**config.mk**
```make
export PLATFORM = sky130hd
export DESIGN_NAME = cond_eval
export DESIGN_NICKNAME = d
export VERILOG_FILES = /design/src/rtl/cond_eval.sv
export SDC_FILE = /design/constraint.sdc
export NUM_CORES = 1
export LEC_CHECK = 0
export BUFFER_PORTS_ARGS = -buffer_cell sky130_fd_sc_hd__buf_2
export CORE_MARGIN = 2
export CORE_UTILIZATION = 20
export DETAILED_ROUTE_END_ITERATION = 12
export PLACE_DENSITY = 0.93
export SLEW_MARGIN = 20
export SYNTH_ARGS = -nofsm -noshare
export SYNTH_HDL_FRONTEND = slang
export SYNTH_SLANG_ARGS = --single-unit
```
**constraint.sdc**
```tcl
create_clock -name clk -period 2 [get_ports clk]
set_input_delay 0 -clock clk [delete_from_list [all_inputs] [get_ports clk]]
set_output_delay 0 -clock clk [all_outputs]
set_load 0.02 [all_outputs]
```
**src/rtl/cond_eval.sv**
```systemverilog
module cond_eval #(
  parameter int STAT_W   = 8,
  parameter int SEL_W    = 32,
  parameter int CMP_W    = 4,
  parameter int MASK_LSB = 16
) (
  input  logic              clk,
  input  logic              rst_n,
  input  logic              eval_i,
  input  logic [5:0]        pol_i,
  input  logic [STAT_W-1:0] dev_stat_i,
  input  logic [SEL_W-1:0]  int_sel_i,
  input  logic [SEL_W-1:0]  br_sel_i,
  input  logic [SEL_W-1:0]  wait_sel_i,
  output logic              irq_o,
  output logic              br_take_o,
  output logic              wait_hold_o
);
  localparam int POL_W = 2;

  function automatic logic hit(input logic [STAT_W-1:0] st, input logic [SEL_W-1:0] sel);
    logic [CMP_W-1:0] m;
    m = sel[MASK_LSB +: CMP_W];
    return (st[CMP_W-1:0] & m) == (sel[CMP_W-1:0] & m);
  endfunction

  function automatic logic act(input logic [POL_W-1:0] p, input logic c);
    case (p)
      2'd1:    return c;
      2'd2:    return !c;
      2'd3:    return 1'b1;
      default: return 1'b0;
    endcase
  endfunction

  logic c_int, c_br, c_wait;
  assign c_int  = hit(dev_stat_i, int_sel_i);
  assign c_br   = hit(dev_stat_i, br_sel_i);
  assign c_wait = hit(dev_stat_i, wait_sel_i);

  logic unused_bits;
  assign unused_bits = ^{dev_stat_i, int_sel_i, br_sel_i, wait_sel_i};

  logic             irq_q, br_q, wait_q;
  logic [POL_W-1:0] wpol_q;

  always_ff @(posedge clk) begin
    if (!rst_n) begin
      irq_q  <= 1'b0;
      br_q   <= 1'b0;
      wait_q <= 1'b0;
      wpol_q <= '0;
    end else begin
      irq_q <= eval_i && act(pol_i[5:4], c_int);
      if (eval_i) begin
        br_q   <= act(pol_i[3:2], c_br);
        wait_q <= act(pol_i[1:0], c_wait);
        wpol_q <= pol_i[1:0];
      end else if (wait_q) begin
        wait_q <= act(wpol_q, c_wait);
      end
    end
  end

  assign irq_o       = irq_q;
  assign br_take_o   = br_q;
  assign wait_hold_o = wait_q;
endmodule

```
Word-level counts from Yosys, hierarchy flattened:

Cells that the tools add are included.

* bits in registers: 5
* bits of input ports: 113
* output and inout bits: 3

* eq/ne operators: 15
* mux-type cells: 7
* bitwise gates (word level): 6
* reduce and logical (&&, ||, !) cells: 4

Operators by type and width (count)
* $and A4 B4 Y4: 6
* $eq A2 B2 Y1 const B: 8
* $eq A4 B4 Y1: 3
* $pmux W1 S3: 4
* $eq A2 B1 Y1 const B: 4
* $logic_not A1 Y1: 3
* $mux W1: 3
* $logic_and A1 B1 Y1: 1

Logic depth before layout (Yosys ltp):

Gate-level depths: netlist of the first run.

* depth after elaboration: 6
* depth in mapped cells: 4
* gate-level depth less buffers: 4

Worst setup path after synthesis of the first run:

No wires, ideal clock.

* path type: flip-flop to flip-flop
* from: register wait_q (netlist: wait_hold_o)
* to: register wait_q (netlist: wait_hold_o)
* data arrival time: 0.868 ns
* slack: 1.041 ns
* stages on the path, launching flop included: 4
* period minus slack after synthesis: 0.959 ns
* cells stage by stage: dfxtp_1 and3b_1 a21oi_1 a311oi_1

* longest elaborated chain between the ends: 2

Ends and longest elaborated chain
* start, declared: line 44 `logic irq_q, br_q, wait_q;`
* start signal, assigned: line 57 `wait_q <= act(pol_i[1:0], c_wait);`
* start signal, assigned: line 60 `wait_q <= act(wpol_q, c_wait);`
* $mux W1: line 59 `end else if (wait_q) begin`
* $mux W1: line 55 `if (eval_i) begin`

Every way passes these cells.
A chain may end at the register's enable or synchronous reset.

Worst setup path in the final report of the first run:

* from: register wpol_q[1]
* to: register wait_q (netlist: wait_hold_o)

* longest elaborated chain between the ends: 4
* elaborated cells between the ends (all ways): 6

Ends and longest elaborated chain
* start, declared: line 45 `logic [POL_W-1:0] wpol_q;`
* start signal, assigned: line 58 `wpol_q <= pol_i[1:0];`
* $eq A2 B2 Y1 or $eq A2 B1 Y1 (tied branches): line 28 `case (p)`
* $pmux W1 S3 (*): line 28
* $mux W1 (*): line 59
* $mux W1 (*): line 55

Mark *: on every way between the ends. The rest lies on a longest branch, timed or not.

==> flow_summary.yaml, run 1 <==
floorplanning:
  start_util_pct: 21.8
  die_area_um2: 2310
  io_pins: 116
  die_y_um: 48.0
  rows: 15
  core_region_area_um2: 1780
  die_x_um: 48.0
sta:
  finClkSkew_ns: 0.00466
  setup_violations: 0
  tightest_slew_ns: 0.271
  final.setup.tns_ns: 0
  rsz0062_at_grt: "false"
  maxSlewViolCount: 0
  fin_hold_ws_ns: 0.0194
  fmax_mhz: 1070
  timing.final.crit_share_pct: 46.8
  fin_crit_ns: 0.935
  final-hold-violation-count: 0
  slew_headroom_pct: 81.9
cells_and_area:
  layoutNonFillerInstCount: 111
  nets: 200
  areaGrowthSynthToFinish_pct: 65.8
  final_cell_mix: "buf_2 (39), xor2_1 (12), dfxtp_1 (5)"
  antenna_cells: 0
  final_common_cell: "buf_2"
  fillers: 192
  drive_gt1_share_pct: 52.3
placement:
  dpl.hpwl_mm: 1.14
  numPortBuffers: 39
  gp_congestion: 0.758
  numPlacedInstances: 106
clocking:
  clk_latency_ns: 0.25
  htreeDepth: 1
  post_cts_buffers: 0
  cts.clk_slew.worst_paths_ns: 0.05
  cts_tree: "yes"
  clk_path_buf_depth: 2
  cts_made_buffers: 3
  clock-sinks: 5
  cts_hold_buffers: 1
  cts_resized: 0
  root_buffer: "clkbuf_4"
route:
  routed_wl_mm: 1.28
  drc: 0
  drtPass1Iterations: 4
  ant_nets: 0
  detailedRoute.firstIterationViolations: 7
  via_per_inst: 4.46
  vias: 495
  wl_per_cell_um: 11.5
worst_hold_path:
  hold_path.startpoint: "rst_n"
  hold_path_class: "input port to flip-flop"
logic_synthesis:
  yosysSeqAreaShare_pct: 25.8
  netlist_area_um2: 388
  syn-num-nets: 156
  synth_cell_types: 20
  synth_area_per_cell_um2: 9.02
  ys_ff_latch: 5
  synth-warning-count: 0
  synth_cells: 43
power_and_ir_drop:
  cellPowerDensity_nw_per_um2: 537
  total_power_mw: 0.345
  power_leakage_nw: 0.338
  peakVddDrop_mv: 0.269
grt:
  use_met1_pct: 15.0
  grt_pass1_vias: 529
  grt_usage_pct: 14.4
  grt.busiest_layer: "met2"
  grt_max_degree: 11
  antenna_found_initial: 0
  grt_overflow: 0
  grt_pass1_wl_mm: 2.13
  gr-usage-met3_pct: 9.06
  met2_usage_pct: 20.8
critical_path:
  crit_start: "wpol_q[1]$_SDFFE_PN0P_"
  cp-end-kind: "flip-flop"
  cp.required_ns: 2.12
  arrival_ns: 1.06
  path_class: "flip-flop to flip-flop"
  cp_max_fo: 2
  crit_path_start_kind: "flip-flop"
  r2r-start: "wpol_q[1]$_SDFFE_PN0P_"
flow_run:
  maxCapViolCount: 0
outcome:
  status: "complete, no violations"
-- power by group --
| group | total [mW] | internal (mW) | switching [mW] |
|---|---|---|---|
| sequential | 0.110 | 0.107 | 0.00305 |
| clock | 0.123 | 0.0758 | 0.0475 |
| combinational | 0.111 | 0.0583 | 0.0529 |
| total | 0.345 | 0.242 | 0.103 |
-- worst max-delay path, stage by stage, from the launching register on --
cell      delay (ns)
dfxtp_1         0.29
nor2b_1         0.13
a222oi_1        0.31
a311oi_1        0.08
-- per-stage QoR --
step	util [%]	instance area [um2]	setup WS, ns
6_report	36.1	643	1.06
5_1_grt	36.1	643	0.963
4_1_cts	36.1	643	1.07
3_5_place_dp	34.0	607	1.05
3_3_place_gp	34.0	607	1.04
2_1_floorplan	-	388	1.04
-- final timing paths --
kind / end / slack (ns) / depth (start not counted)
setup / recovery: wait_hold_o$_SDFF_PN0_ / 1.06 / 3
hold reg to reg: wpol_q[0]$_SDFFE_PN0P_ / 0.53 / 2
hold / removal: br_take_o$_SDFFE_PN0P_ / 0.02 / 3
setup reg to reg: wait_hold_o$_SDFF_PN0_ / 1.06 / 3
-- cell families (layout without fill, tap and decap cells) --
kind of cell              count (synthesis)  in the layout  synth area share, %
AOI/OAI and AO/OA                        14             14                 28.1
xor gates and xnor gates                 12             12                 27.1
buffers and inverters                     2             45                 2.90
and+or+nand+nor                           9              9                 13.5
DFF                                       5              5                 25.8
muxes                                     1              1                 2.58
-- layer usage --
metal | vias to the layer above | routed length (um)
li1 | 246 | -
met1 | 210 | 506
met2 | 32 | 550
met3 | 7 | 173
met4 | 0 | 48
met5 | - | 0
-- flip-flops by register name, summed over array words and instances (netlist names) --
register / flops
wait_hold_o: 1
irq_o: 1
br_take_o: 1
wpol_q: 2
-- cell type report --
type                       instances  area (um2)  area share, %
multi-input combinational         36         277           43.0
sequential                         5         100           15.6
clock buffer                       4        26.3           4.09
inverter                           1        3.75          0.584
tap                               25        31.3           4.86
timing repair buffer              40         205           31.9
-- Yosys cell counts (all sizes together) --
master  instances  area (um2)
a21bo           1        10.0
a21oi           4        20.0
a222oi          1        10.0
a22oi           6        55.1
a311oi          1        8.76
and3b           1        8.76
and4b           1        10.0
buf             1        7.51
dfxtp           5         100
inv             1        3.75
mux2i           1        10.0
nand2           1        3.75
nand2b          1        6.26
nand3           1        5.00
nor2            2        7.51
nor2b           1        6.26
nor3            1        5.00
o21ai           1        5.00
xor2           12         105
Note: power is estimated with default switching activity, not from simulation.
==> run 2: changes to the inputs <==
--- a/config.mk
+++ b/config.mk
@@ -6,10 +6,11 @@
 export NUM_CORES = 1
 export LEC_CHECK = 0
 export BUFFER_PORTS_ARGS = -buffer_cell sky130_fd_sc_hd__buf_2
+export CORE_ASPECT_RATIO = 1.5
 export CORE_MARGIN = 2
-export CORE_UTILIZATION = 20
+export CORE_UTILIZATION = 19
 export DETAILED_ROUTE_END_ITERATION = 12
-export PLACE_DENSITY = 0.93
+export PLACE_DENSITY = 0.89
 export SLEW_MARGIN = 20
 export SYNTH_ARGS = -nofsm -noshare
 export SYNTH_HDL_FRONTEND = slang
==> constraint.sdc (replaced) <==
create_clock -name clk -period 0.91 [get_ports clk]
set_input_delay 0 -clock clk [delete_from_list [all_inputs] [get_ports clk]]
set_output_delay 0 -clock clk [all_outputs]
set_load 0.02 [all_outputs]
==> flow_summary.yaml, run 2 (same netlist as run 1, synthesis figures left out) <==
sta:
  fin_hold_ws_ns: 0.00945
  tightest_slew_ns: 0.292
  maxSlewViolCount: 0
  finClkSkew_ns: 0.0000187
  fin_ws_ns: -0.0140
  final-hold-violation-count: 0
  timing.final.crit_share_pct: 102
  fmax_mhz: 1080
  setup_violations: 1
  slew_headroom_pct: 80.5
  fin_crit_ns: 0.924
  rsz0062_at_grt: "true"
critical_path:
  worstPathCellList: "nor2b_4 -> a222oi_1 -> a311oi_1"
  cp.required_ns: 1.02
  cp-end-kind: "flip-flop"
  r2r_cells: 3
  crit_path_start_kind: "flip-flop"
  cp_slowest_cell: "dfxtp_1"
  path_class: "flip-flop to flip-flop"
  arrival_ns: 1.03
  cp_max_fo: 2
  slowest_delay_ns: 0.29
route:
  vias: 481
  ant_nets: 0
  wl_per_cell_um: 10.8
  detailedRoute.firstIterationViolations: 7
  drc: 0
  via_per_inst: 4.50
  routed_wl_mm: 1.16
  drtPass1Iterations: 4
flow_run:
  maxCapViolCount: 0
clocking:
  cts.clk_slew.worst_paths_ns: 0.04
  cts_made_buffers: 3
  post_cts_buffers: 0
  clk_path_buf_depth: 2
  cts_tree: "yes"
  root_buffer: "clkbuf_4"
  clock-sinks: 5
  htreeDepth: 1
  clk_latency_ns: 0.24
placement:
  numPortBuffers: 39
  dpl.hpwl_mm: 1.03
  gp_congestion: 0.678
  numPlacedInstances: 103
power_and_ir_drop:
  power_leakage_nw: 0.335
  cellPowerDensity_nw_per_um2: 1170
  peakVddDrop_mv: 0.772
  total_power_mw: 0.744
cells_and_area:
  fillers: 207
  regMostFlops: "wpol_q"
  areaGrowthSynthToFinish_pct: 64.5
  largest_reg_flops: 2
  antenna_cells: 0
  nets: 199
  drive_gt1_share_pct: 55.3
  final_util_pct: 32.3
  layoutNonFillerInstCount: 107
  final_cell_mix: "buf_2 (39), xor2_1 (12), a21oi_1 (4), a22oi_1 (4), dfxtp_1 (4)"
  final_common_cell: "buf_2"
grt:
  grt_max_degree: 11
  antenna_found_initial: 0
  grt_usage_pct: 11.1
  grt_pass1_wl_mm: 1.79
  grt_overflow: 0
  grt_pass1_vias: 478
floorplanning:
  start_util_pct: 19.6
  die_area_um2: 2430
  io_pins: 116
  die_y_um: 59.3
  core_region_area_um2: 1980
  die_x_um: 40.9
  rows: 20
worst_hold_path:
  hold_path_class: "input port to flip-flop"
  whs_path_depth: 3
outcome:
  status: "finished with violations"
  violations: "setup timing"
[run 2: cell types whose count changed in the layout (fill, tap and decap cells not counted), sizes merged]
cell         delta
dlygate4sd3     -1
[run 2: critical path: cells and delay by family (launching register included)]
| kind | cells | cell delay (ns) |
|---|---|---|
| AND/OR/NAND/NOR | 1 | 0.12 |
| flip-flops | 1 | 0.29 |
| AO/OA/AOI/OAI | 2 | 0.38 |
[run 2: cell type report]
type | instances | area, um2 | area share, %
repair buffers | 39 | 195 | 30.6
flip-flops and latches | 5 | 101 | 15.9
well taps | 22 | 27.5 | 4.31
inverters | 1 | 3.75 | 0.588
clock buffers | 4 | 26.3 | 4.12
multi-input cells | 36 | 284 | 44.5
[run 2: worst paths after layout]
check	slack, ns	endpoint	start
worst min register to register	0.50	wpol_q[0]$_SDFFE_PN0P_	wpol_q[0]$_SDFFE_PN0P_
worst max register to register	-0.01	wait_hold_o$_SDFF_PN0_	wpol_q[1]$_SDFFE_PN0P_
worst max-delay path	-0.01	wait_hold_o$_SDFF_PN0_	wpol_q[1]$_SDFFE_PN0P_
worst min-delay path	0.009	irq_o$_SDFF_PN0_	pol_i[4]
[run 2: repair_timing]
item / CTS / global route
gates resized for setup: 2 / 0
pin swaps: 3 / 1
setup endpoints to repair: 1 / 1
hold buffers: 0 / 0
[run 2: where the power goes]
group / switching, mW / internal, mW
combinational: 0.115 / 0.127
sequential: 0.00726 / 0.237
clock: 0.0906 / 0.166
total: 0.213 / 0.530
[run 2: routing by layer]
layer,vias up,part of all wire (%),track usage (%)
met2,35,44,17.4
met3,0,16,7.52
li1,242,-,-
met5,-,0,0
met1,204,40,12.2
met4,0,0,1.43
[run 2: per-stage QoR]
stage	area [um2]	setup TNS [ns]	worst slack (ns)
after CTS	638	-0.0215	-0.0215
after global placement	604	0	0.00485
final	638	-0.0140	-0.0140
after floorplan	389	0	0.0201
after global routing	638	-0.0910	-0.0910
after detailed placement	604	-0.104	-0.0884
==> run 3: changes to the inputs <==
--- a/config.mk
+++ b/config.mk
@@ -10,7 +10,7 @@
 export CORE_MARGIN = 2
 export CORE_UTILIZATION = 19
 export DETAILED_ROUTE_END_ITERATION = 12
-export PLACE_DENSITY = 0.89
+export PLACE_DENSITY = 0.82
 export SLEW_MARGIN = 20
 export SYNTH_ARGS = -nofsm -noshare
 export SYNTH_HDL_FRONTEND = slang
==> flow_summary.yaml, run 3 (same netlist as run 1, synthesis figures left out) <==
cells_and_area:
  nets: 199
  antenna_cells: 0
  final_cell_mix: "buf_2 (39), xor2_1 (12), a21oi_1 (4), a22oi_1 (4), dfxtp_1 (4)"
  final_common_cell: "buf_2"
  drive_gt1_share_pct: 55.3
  regMostFlops: "wpol_q"
  seqCellArea_um2: 101
  largest_reg_flops: 2
  multi_input_area_um2: 284
  layoutNonFillerInstCount: 107
  final_util_pct: 32.3
  areaGrowthSynthToFinish_pct: 64.5
  fillers: 207
sta:
  maxSlewViolCount: 0
  slew_headroom_pct: 81.0
  tightest_slew_ns: 0.285
  fin_crit_ns: 0.904
  setup_violations: 0
  final-hold-violation-count: 0
  finClkSkew_ns: 0.000587
  rsz0062_at_grt: "true"
  fmax_mhz: 1110
  timing.final.crit_share_pct: 99.3
  fin_hold_ws_ns: 0.0127
clocking:
  cts_made_buffers: 3
  post_cts_buffers: 0
  cts_hold_buffers: 0
  htreeDepth: 1
  clk_path_buf_depth: 2
  clock-sinks: 5
  clk_latency_ns: 0.24
  root_buffer: "clkbuf_4"
  cts.clk_slew.worst_paths_ns: 0.04
  cts_tree: "yes"
critical_path:
  crit_start: "wpol_q[1]$_SDFFE_PN0P_"
  r2r_end: "wait_hold_o$_SDFF_PN0_"
  path_class: "flip-flop to flip-flop"
  cp.required_ns: 1.02
  crit_path_start_kind: "flip-flop"
  r2r_cells: 3
  cp-end-kind: "flip-flop"
  arrival_ns: 1.01
  r2r-start: "wpol_q[1]$_SDFFE_PN0P_"
  reg2reg_slack_ns: 0.006
  cp_max_fo: 2
power_and_ir_drop:
  switchingPower_mw: 0.209
  total_power_mw: 0.739
  p_clk_share_pct: 34.2
  combPwrFrac_pct: 32.6
  power_leakage_nw: 0.335
  seq_power_share_pct: 33.2
  peakVddDrop_mv: 0.520
  cellPowerDensity_nw_per_um2: 1160
  intPower_mw: 0.530
  switching_share_pct: 28.3
grt:
  grt_pass1_vias: 464
  grt_max_degree: 11
  grt_overflow: 0
  grt_pass1_wl_mm: 1.75
  antenna_found_initial: 0
  grt_usage_pct: 10.4
floorplanning:
  io_pins: 116
  rows: 20
  die_y_um: 59.3
  die_x_um: 40.9
  core_region_area_um2: 1980
  die_area_um2: 2430
  start_util_pct: 19.6
route:
  vias: 491
  via_per_inst: 4.59
  routed_wl_mm: 1.12
  drc: 0
  ant_nets: 0
  wl_per_cell_um: 10.4
  detailedRoute.firstIterationViolations: 10
  drtPass1Iterations: 4
placement:
  gp_congestion: 0.739
  dpl.hpwl_um: 983
  numPlacedInstances: 103
  numPortBuffers: 39
worst_hold_path:
  worstHoldEndpoint: "irq_o$_SDFF_PN0_"
  hold_path.startpoint: "pol_i[4]"
  whs_path_depth: 3
  hold_path_class: "input port to flip-flop"
outcome:
  status: "complete, no violations"
flow_run:
  maxCapViolCount: 0
==> run 3: cell counts in the layout (fill, tap and decap cells not counted) <==
Identical to the previous run, type by type.
==> run 3: stage by stage <==
step                worst slack [ns]   TNS, ns  cell area (um2)
floorplan                     0.0201         0              389
global placement            -0.00827  -0.00827              604
detailed placement           -0.0258   -0.0350              604
CTS                           0.0124         0              638
global route                 -0.0278   -0.0278              638
finish                       0.00593         0              638
==> run 3: layout make-up <==
type	instances	area share [%]
clock buffers	4	4.12
inverters	1	0.588
multi-input cells	36	44.5
flip-flops and latches	5	15.9
well taps	22	4.31
repair buffers	39	30.6
==> run 3: power groups by stage <==
stage | logic [mW] | registers [mW] | clock network, mW
final | 0.241 | 0.245 | 0.253
after global routing | 0.269 | 0.247 | 0.277
after CTS | 0.244 | 0.246 | 0.264
after detailed placement | 0.240 | 0.249 | 0
after global placement | 0.234 | 0.248 | 0
after floorplan | 0.108 | 0.261 | 0
==> run 3: worst max path at each step <==
stage | endpoint | depth (start not counted)
after global placement | wait_hold_o$_SDFF_PN0_ | 3
final | wait_hold_o$_SDFF_PN0_ | 3
after CTS | wait_hold_o$_SDFF_PN0_ | 3
after detailed placement | wait_hold_o$_SDFF_PN0_ | 3
after floorplan | wait_hold_o$_SDFF_PN0_ | 3
after global routing | wait_hold_o$_SDFF_PN0_ | 3
==> run 3: what timing repair did <==
action	in CTS	in global routing
setup endpoints to repair	1	1
gates resized for setup	2	0
pin swaps	2	0
==> run 3: routing by layer <==
layer,track usage (%),part of all wire (%),vias to the layer above
met5,0,0,-
met4,5.71,0.54,0
met3,3.38,17,2
met2,16.7,48,44
met1,11.4,34,203
li1,-,-,242
==> run 3: critical path, cell delays in order (launching register included) <==
cell	delay, ns
dfxtp_1	0.29
nor2b_4	0.12
a222oi_1	0.29
a311oi_1	0.07
